## src/rtl/vend_pkg.sv

```systemverilog
package vend_pkg;

    localparam int STATE_W = 3;
    localparam int CMD_W   = 4;

    typedef enum logic [STATE_W-1:0] {
        ST_IDLE     = 3'b000,
        ST_LATCH    = 3'b001,
        ST_JUDGE    = 3'b011,
        ST_DISPENSE = 3'b110,
        ST_CLEAR    = 3'b111,
        ST_PAYOUT   = 3'b100,
        ST_STEPDOWN = 3'b101
    } vend_state_t;

    typedef struct packed {
        logic coin;
        logic lt;
        logic eq;
        logic gt;
        logic disp_done;
        logic chg_done;
    } vend_in_t;

    typedef struct packed {
        logic dispense;
        logic clear;
        logic step_down;
        logic payout;
    } vend_cmd_t;

    localparam vend_cmd_t CMD_NONE = '0;

    // Three-way decision taken in the judge state, lt has highest priority
    function automatic vend_state_t judge_next(input vend_in_t i);
        if (i.lt)      return ST_IDLE;
        else if (i.eq) return ST_DISPENSE;
        else if (i.gt) return ST_PAYOUT;
        else           return ST_JUDGE;
    endfunction

endpackage

```

## src/rtl/vend_state_reg.sv

```systemverilog
module vend_state_reg
    import vend_pkg::*;
(
    input  logic        clk,
    input  logic        rst,
    input  vend_state_t nxt,
    output vend_state_t cur
);

    always_ff @(posedge clk) begin
        if (rst) cur <= ST_IDLE;
        else     cur <= nxt;
    end

endmodule

```

## src/rtl/vend_next_state.sv

```systemverilog
module vend_next_state
    import vend_pkg::*;
(
    input  vend_state_t cur,
    input  vend_in_t    ins,
    output vend_state_t nxt
);

    always_comb begin
        case (cur)
            ST_IDLE:     nxt = ins.coin ? ST_LATCH : ST_IDLE;
            ST_LATCH:    nxt = ins.coin ? ST_LATCH : ST_JUDGE;
            ST_JUDGE:    nxt = judge_next(ins);
            ST_DISPENSE: nxt = ins.disp_done ? ST_CLEAR : ST_DISPENSE;
            ST_CLEAR:    nxt = ST_IDLE;
            ST_PAYOUT:   nxt = ins.chg_done ? ST_STEPDOWN : ST_PAYOUT;
            ST_STEPDOWN: nxt = ST_JUDGE;
            default:     nxt = ST_IDLE;   // unused code 010 recovers
        endcase
    end

endmodule

```

## src/rtl/vend_out_decode.sv

```systemverilog
module vend_out_decode
    import vend_pkg::*;
(
    input  vend_state_t cur,
    output vend_cmd_t   cmd
);

    always_comb begin
        cmd = CMD_NONE;
        case (cur)
            ST_DISPENSE: cmd.dispense  = 1'b1;
            ST_CLEAR:    cmd.clear     = 1'b1;
            ST_PAYOUT:   cmd.payout    = 1'b1;
            ST_STEPDOWN: cmd.step_down = 1'b1;
            default:     cmd = CMD_NONE;
        endcase
    end

endmodule

```

## src/rtl/vend_ctrl.sv

```systemverilog
module vend_ctrl
    import vend_pkg::*;
(
    input  logic clk,
    input  logic rst,
    input  logic coin_seen,
    input  logic sum_lt,
    input  logic sum_eq,
    input  logic sum_gt,
    input  logic dispense_done,
    input  logic change_done,
    output logic dispense_req,
    output logic sum_clear,
    output logic sum_step_down,
    output logic payout_dime
);

    vend_in_t    ins;
    vend_state_t cur_st;
    vend_state_t nxt_st;
    vend_cmd_t   cmd;

    assign ins = '{coin: coin_seen, lt: sum_lt, eq: sum_eq, gt: sum_gt,
                   disp_done: dispense_done, chg_done: change_done};

    vend_state_reg u_reg (
        .clk (clk),
        .rst (rst),
        .nxt (nxt_st),
        .cur (cur_st)
    );

    vend_next_state u_nxt (
        .cur (cur_st),
        .ins (ins),
        .nxt (nxt_st)
    );

    vend_out_decode u_out (
        .cur (cur_st),
        .cmd (cmd)
    );

    assign dispense_req  = cmd.dispense;
    assign sum_clear     = cmd.clear;
    assign sum_step_down = cmd.step_down;
    assign payout_dime   = cmd.payout;

endmodule

```

## config.mk

```make
export PLATFORM = sky130hd
export DESIGN_NAME = vend_ctrl
export DESIGN_NICKNAME = d
export VERILOG_FILES = /design/src/rtl/vend_pkg.sv /design/src/rtl/vend_state_reg.sv /design/src/rtl/vend_next_state.sv /design/src/rtl/vend_out_decode.sv /design/src/rtl/vend_ctrl.sv
export SDC_FILE = /design/constraint.sdc
export NUM_CORES = 1
export LEC_CHECK = 0
export BUFFER_PORTS_ARGS = -buffer_cell sky130_fd_sc_hd__buf_2
export CAP_MARGIN = 20
export CORE_AREA = 5 5 42 44
export CTS_CLUSTER_DIAMETER = 80
export CTS_CLUSTER_SIZE = 25
export DETAILED_ROUTE_END_ITERATION = 10
export DIE_AREA = 0 0 47 49
export PLACE_DENSITY = 0.33
export SLEW_MARGIN = 20
export SYNTH_ARGS = -nofsm -noshare
export SYNTH_HDL_FRONTEND = slang
export SYNTH_SLANG_ARGS = --single-unit
```

## constraint.sdc

```tcl
create_clock -name clk -period 1.3 [get_ports clk]
set_input_delay 0.195 -clock clk [delete_from_list [all_inputs] [get_ports clk]]
set_output_delay 0.195 -clock clk [all_outputs]
set_load 0.01 [all_outputs]
```

* Yosys cells after proc, flatten, opt, wreduce, memory -nomap -nowiden *
Index checks and enable logic that the tools add are counted.

operators by class
  equal/unequal tests = 6
  muxes and demuxes = 12
  reduce and logical (&&, ||, !) cells = 1

operator list
  cell                                            number
  one-hot mux 3 bit (6 select lines)              1
  == test 3 bit (second input constant)           4
  2-to-1 mux 3 bit                                3
  2-to-1 mux 1 bit                                7
  == test 3 x 1 -> 1 bit (second input constant)  1
  == test 3 x 2 -> 1 bit (second input constant)  1
  logical NOT 3 bit                               1
  2-to-1 mux 2 bit                                1

storage, ports and cells
  register bits = 3
  bits of input ports = 8
  output and inout bits = 4
  word-level logic and storage cells = 20

* Depth between registers and ports, before layout *
Gate-level depths: netlist of the first run.

  word-level depth = 4
  depth in mapped cells = 4

* Cells and area by module *
Synthesis of the first run repeated with hierarchy kept, for this count alone.

second synthesis, totals
  cell total of the unflattened synthesis = 24
  area, all modules = 210.2 um^2

modules (own cells, without submodules)
  module           times used  cells an instance  area each (um^2)  seq. area each (um^2)
  vend_next_state  1           14                 93.8              0.0
  vend_state_reg   1           6                  78.8              60.1
  vend_out_decode  1           4                  37.5              0.0

* Least setup slack after synthesis of the first run *
No wires, ideal clock.

  path type = register to register
  start = reg u_reg.cur[1]
  end = reg u_reg.cur[1]
  library setup time = 0.124 ns
  data arrival time = 0.962 ns
  path slack = 0.214 ns
  stages on the path, launching flop included = 5
  path through = dfxtp_1 -> buf_6 -> and4bb_1 -> a222oi_1 -> nor2_1

on the way
  longest elaborated chain between the ends = 2
  elaborated cells between the ends (all ways) = 7
  classes of those cells = eq/ne: 5; mux: 1; reduce/logical: 1

ends and longest elaborated chain
  item                                   RTL line               text
  start, declared                        vend_state_reg.sv:7    output vend_state_t cur
  start signal, assigned                 vend_state_reg.sv:12   else cur <= nxt;
  == test 3 bit (tied with other cells)  vend_next_state.sv:10  case (cur)
  one-hot mux 3 bit (6 select lines) *   vend_next_state.sv:10

Every way passes the cells marked *; elsewhere a longest branch is shown, timed or not.
A chain may end at the register's enable or synchronous reset.

* Final worst setup path of the first run *
  start = reg u_reg.cur[0]
  end = out payout_dime

on the way
  longest elaborated chain between the ends = 2

ends and longest elaborated chain
  item              RTL line               text
  == test 3 bit     vend_out_decode.sv:10  case (cur)
  2-to-1 mux 1 bit  vend_out_decode.sv:10
  end, declared     vend_ctrl.sv:15        output logic payout_dime

No other way between the ends.

==> results of run 1 <==
## how the worst min path moves through the flow
| stage | startpoint | end | slack [ns] |
|---|---|---|---|
| after floorplan | rst | u_reg.cur[2]$_SDFF_PP0_ | 0.26 |
| after global placement | rst | u_reg.cur[2]$_SDFF_PP0_ | 0.40 |
| after detailed placement | rst | u_reg.cur[2]$_SDFF_PP0_ | 0.40 |
| after CTS | rst | u_reg.cur[2]$_SDFF_PP0_ | 0.15 |
| after global routing | rst | u_reg.cur[2]$_SDFF_PP0_ | 0.16 |
| final | rst | u_reg.cur[2]$_SDFF_PP0_ | 0.15 |
## power breakdown
part           internal [mW]  switching (mW)
Sequential            0.0985          0.0100
Combinational         0.0213          0.0140
Clock                  0.115          0.0474
## logic make-up (layout without fill, tap and decap cells)
kind of cell / count (synthesis) / count (layout) / synth area share
flops: 3 / 3 / 0.276
compound gates: 7 / 7 / 0.207
buf+inv: 2 / 16 / 0.0689
simple gates: 16 / 16 / 0.408
xor+xnor: 1 / 1 / 0.0402
## synthesized netlist by cell type, drive strengths merged
| library cell | number |
|---|---|
| inv | 1 |
| a222oi | 1 |
| dfxtp | 3 |
| and3b | 1 |
| nor2 | 7 |
| xor2 | 1 |
| and4bb | 1 |
| and2b | 1 |
| buf | 1 |
| nand2 | 2 |
| a31oi | 1 |
| nand2b | 3 |
| a21oi | 1 |
| o21ai | 3 |
| a31o | 1 |
| nor2b | 1 |
## routing by layer
layer | track usage | share of wire | vias to the layer above
li1 | - | - | 128
met1 | 0.0746 | 0.43 | 111
met2 | 0.0701 | 0.51 | 8
met3 | 0 | 0.023 | 2
met4 | 0.0829 | 0.031 | 0
met5 | 0 | 0 | -
## cells in the final DEF, fill, tap and decap left out, types with 2 or more instances in the layout
| master | n |
|---|---|
| buf_2 | 11 |
| nand2b_1 | 3 |
| nor2_1 | 7 |
| nand2_1 | 2 |
| dfxtp_2 | 3 |
| o21ai_0 | 3 |
| clkbuf_4 | 3 |
## metrics by stage
step	setup slack [ns]	hold WS, ns	utilization
4_1_cts	0.00533	0.152	0.221
5_1_grt	0.0197	0.161	0.222
2_1_floorplan	0.214	0.264	-
3_3_place_gp	0.140	0.397	0.201
6_report	0.0893	0.153	0.222
3_5_place_dp	0.127	0.399	0.201
## critical path, stage by stage, from the launching register on
cell	delay, ns
dfxtp_2	0.35
nand2b_1	0.21
nor2_1	0.10
buf_2	0.13
## layout make-up
cell class	instances	area share
sequential	3	0.205
tap	16	0.0643
multi-input combinational	24	0.458
timing repair buffer	11	0.177
clock buffer	4	0.0843
inverter	1	0.0120
## what timing repair did
item	CTS	global route
hold buffers	0	0
gates cloned	0	0
gates resized for setup	1	2
endpoints found under the setup margin	1	3
==> impl_metrics.ini, run 1 <==
[timing]
hold_viol_final = 0
tightest_slew_ns = 0.257
rsz0062_at_grt = false
period_share = 0.931
final.setup_skew_ns = 0.000662
finalMaxSlewViolations = 0
slew_headroom = 0.828
setup_tns_ns = 0
min_period_ns = 1.21
finalSetupViolCount = 0
fmax_mhz = 826

[global_route]
antenna_found_initial = 0
grt_pass1_wl_um = 890
grtUsageTotal = 0.0584
grt_overflow = 0
grt_max_degree = 10
grt_pass1_vias = 223

[power]
leakage_nw = 0.149
peakVddDrop_mv = 0.230
pwr_density_cell_nw_per_um2 = 983
power_mw = 0.306

[clock_network]
cts_num_sinks = 3
postCtsSetupRepairBufs = 0
htree_levels = 1
cts_buffer_depth = 2
clk_latency_ns = 0.23
numCtsBuffers = 3
cts-root-buf = clkbuf_4
cts_tree = yes
clk_pin_slew_ns = 0.04

[cells_and_area]
regMostFlops = u_reg.cur
regArea_um2 = 63.8
multiInputGateArea_um2 = 143
largest_reg_flops = 3
antennaDiodeCount = 0
nets = 52
drive_gt1_frac = 0.419
final_area_um2 = 312
final_cell_count_no_fill = 59
reg_top3 = u_reg.cur x3
syn_to_final_growth_pct = 43.1
fillers = 169

[synthesis]
yosysSeqAreaShare = 0.276
netlist_instances = 29
syn_nets = 37
synth_area_leaders = dfxtp_1 (28%), nor2_1 (12%), nand2b_1 (8.6%)
yosys.cell_types.count = 16
syn-mean-instance-area_um2 = 7.51
synth_top_area_cell = dfxtp_1
synth_top_area_share = 0.276
synth-seq-cells = 3
syn_area_um2 = 218
ys_warn_count = 0

[floorplanning]
die_area_um2 = 2300
coreArea_um2 = 1400
io_pins = 12
dieWidth_um = 47
floorplan.initialDensity = 0.155
die_h_um = 49
row_count = 14

[critical_path]
crit_arrival_ns = 1.02
worstPathRequired_ns = 1.11
crit_start = u_reg.cur[0]$_SDFF_PP0_
r2r_cells = 3
cp-start-kind = flop
crit_end = payout_dime
ff2ff_setup_slack_ns = 0.20
r2r-start = u_reg.cur[2]$_SDFF_PP0_
worstReg2RegEnd = u_reg.cur[1]$_SDFF_PP0_
crit_path_end_kind = primary output
crit_type = flop to primary output
critPathMaxFanout = 8

[detailed_routing]
drt_iter0_drc = 5
wl_per_cell_um = 10.4
first_pass_iters = 4
num_vias = 249
wirelength_um = 612
drtAntennaViolNets = 0
vias_per_cell = 4.22
drc = 0

[placement]
gp_congestion = 0.705
placed_cell_area_um2 = 282
io_buffers = 11
placedCellCount = 55
hpwl_um = 473

[worst_hold_path]
hold_path.class = input pin to flop
min_path_cells = 2

[job]
maxCapViolations = 0

[run_status]
status = completed
(Power assumes the default switching activity.)
==> inputs of run 2 (changes only) <==
--- a/config.mk
+++ b/config.mk
@@ -7,12 +7,13 @@
 export LEC_CHECK = 0
 export BUFFER_PORTS_ARGS = -buffer_cell sky130_fd_sc_hd__buf_2
 export CAP_MARGIN = 20
-export CORE_AREA = 5 5 42 44
+export CORE_AREA = 2 2 39 41
 export CTS_CLUSTER_DIAMETER = 80
 export CTS_CLUSTER_SIZE = 25
 export DETAILED_ROUTE_END_ITERATION = 10
-export DIE_AREA = 0 0 47 49
+export DIE_AREA = 0 0 41 43
 export PLACE_DENSITY = 0.33
+export REMOVE_ABC_BUFFERS = 1
 export SLEW_MARGIN = 20
 export SYNTH_ARGS = -nofsm -noshare
 export SYNTH_HDL_FRONTEND = slang
==> run 2 against run 1 <==
Effect of this change:
- fmax increased by 1.2%
- combinational power about the same
- critical endpoint is now dispense_req
- setup slack improved by 0.015 ns
- wire length decreased by 8.7%
- global-route usage increased by 2.2 points
- first-iteration DRC count increased by 20%
- worst hold slack got worse by 0.012 ns
- non-clock buffer count unchanged
==> impl_metrics.ini, run 2 (synthesis results as in run 1) <==
[detailed_routing]
wl_met2_um = 277
wl_per_cell_um = 9.47
top_layer_used = met3
drc = 0
first_pass_iters = 4
num_vias = 260
drt_iter0_drc = 6
vias_per_cell = 4.41
drtAntennaViolNets = 0
met3WireLength_um = 15
drt-met1-wl_um = 266
wirelength_um = 559

[floorplanning]
coreArea_um2 = 1380
io_pins = 12
dieWidth_um = 41
die_area_um2 = 1760
floorplan.initialDensity = 0.157
die_h_um = 43
row_count = 14

[cells_and_area]
largest_reg_flops = 3
regMostFlops = u_reg.cur
antennaDiodeCount = 0
final_cell_mix = buf_2 (11), nor2_1 (7)
drive_gt1_frac = 0.419
final_common_cell = buf_2
syn_to_final_growth_pct = 43.1
reg_top3 = u_reg.cur x3
nets = 52
final_util = 0.225

[power]
seqPwrFrac = 0.354
peakVddDrop_mv = 0.246
pwr_density_cell_nw_per_um2 = 991
leakage_nw = 0.149
power.internal_mw = 0.235
p_switching_mw = 0.0737
power_frac_comb = 0.114
switching_share = 0.239
power_mw = 0.309
clkPwrFrac = 0.532

[placement]
hpwl_um = 414
place_ws_ns = 0.0998
io_buffers = 11
gp_congestion = 0.698

[critical_path]
cp-start-kind = flop
crit_type = flop to primary output
crit_arrival_ns = 1.00
worstPathRequired_ns = 1.11
critPathMaxFanout = 8
crit_path_end_kind = primary output

[timing]
hold_viol_final = 0
tightest_slew_ns = 0.281
hold_ws_ns = 0.141
rsz0062_at_grt = false
fmax_mhz = 836
setup_tns_ns = 0
min_period_ns = 1.20
finalSetupViolCount = 0
finalMaxSlewViolations = 0
final.setup_skew_ns = 0.00446
fin_ws_ns = 0.104
period_share = 0.920
slew_headroom = 0.813

[global_route]
grt_pass1_vias = 239
antenna_found_initial = 0
grt_overflow = 0
grt_pass1_wl_um = 924
grt_max_degree = 10
grtUsageTotal = 0.0802

[clock_network]
postCtsSetupRepairBufs = 0
cts_buffer_depth = 2
ctsHoldBuffers = 0
cts_num_sinks = 3
cts-root-buf = clkbuf_4
clk_pin_slew_ns = 0.04
cts_tree = yes
numCtsBuffers = 3
htree_levels = 1
clk_latency_ns = 0.23

[run_status]
status = completed

[worst_hold_path]
hold_path.class = input pin to flop

[job]
maxCapViolations = 0
-- run 2: cell counts in the layout (fill, tap and decap cells not counted) --
Identical to the previous run, type by type.
-- run 2: worst max-delay path: stages, from the launching register on --
cell and delay (ns):
dfxtp_2 0.35, nand2b_1 0.20, nor2_1 0.09, buf_2 0.13
-- run 2: cell type report --
class / count / area, um2
timing repair buffer: 11 / 55.1
multi-input combinational: 24 / 143
inverter: 1 / 3.75
tap: 16 / 20.0
clock buffer: 4 / 26.3
fill: 157 / 1070
sequential: 3 / 63.8
-- run 2: repair_timing --
| action | CTS | global route |
|---|---|---|
| resized for setup | 0 | 3 |
| setup endpoints to repair | 0 | 4 |
| hold endpoints to repair | 0 | 0 |
-- run 2: final timing paths --
path | slack, ns | depth (start not counted) | endpoint | start
worst min register to register | 0.55 | 2 | u_reg.cur[0]$_SDFF_PP0_ | u_reg.cur[2]$_SDFF_PP0_
worst max-delay path | 0.10 | 3 | dispense_req | u_reg.cur[0]$_SDFF_PP0_
worst min-delay path | 0.14 | 2 | u_reg.cur[2]$_SDFF_PP0_ | rst
worst max register to register | 0.17 | 3 | u_reg.cur[1]$_SDFF_PP0_ | u_reg.cur[2]$_SDFF_PP0_
-- run 2: power groups by stage --
stage	Clock (mW)	Sequential [mW]	Combinational, mW
detailed placement	0	0.109	0.0353
global route	0.179	0.110	0.0400
finish	0.164	0.109	0.0353
CTS	0.171	0.108	0.0356
floorplan	0	0.106	0.0205
global placement	0	0.109	0.0355
-- run 2: through the flow --
step	std cells	instance area (um2)
floorplan	28	206
global placement	55	282
detailed placement	55	282
CTS	59	308
global route	59	312
finish	59	312
-- run 2: per-layer routing --
metal,vias to the layer above,GRT usage
li1,130,-
met1,121,0.0962
met2,9,0.100
met3,0,0.0314
met4,0,0.0800
met5,-,0
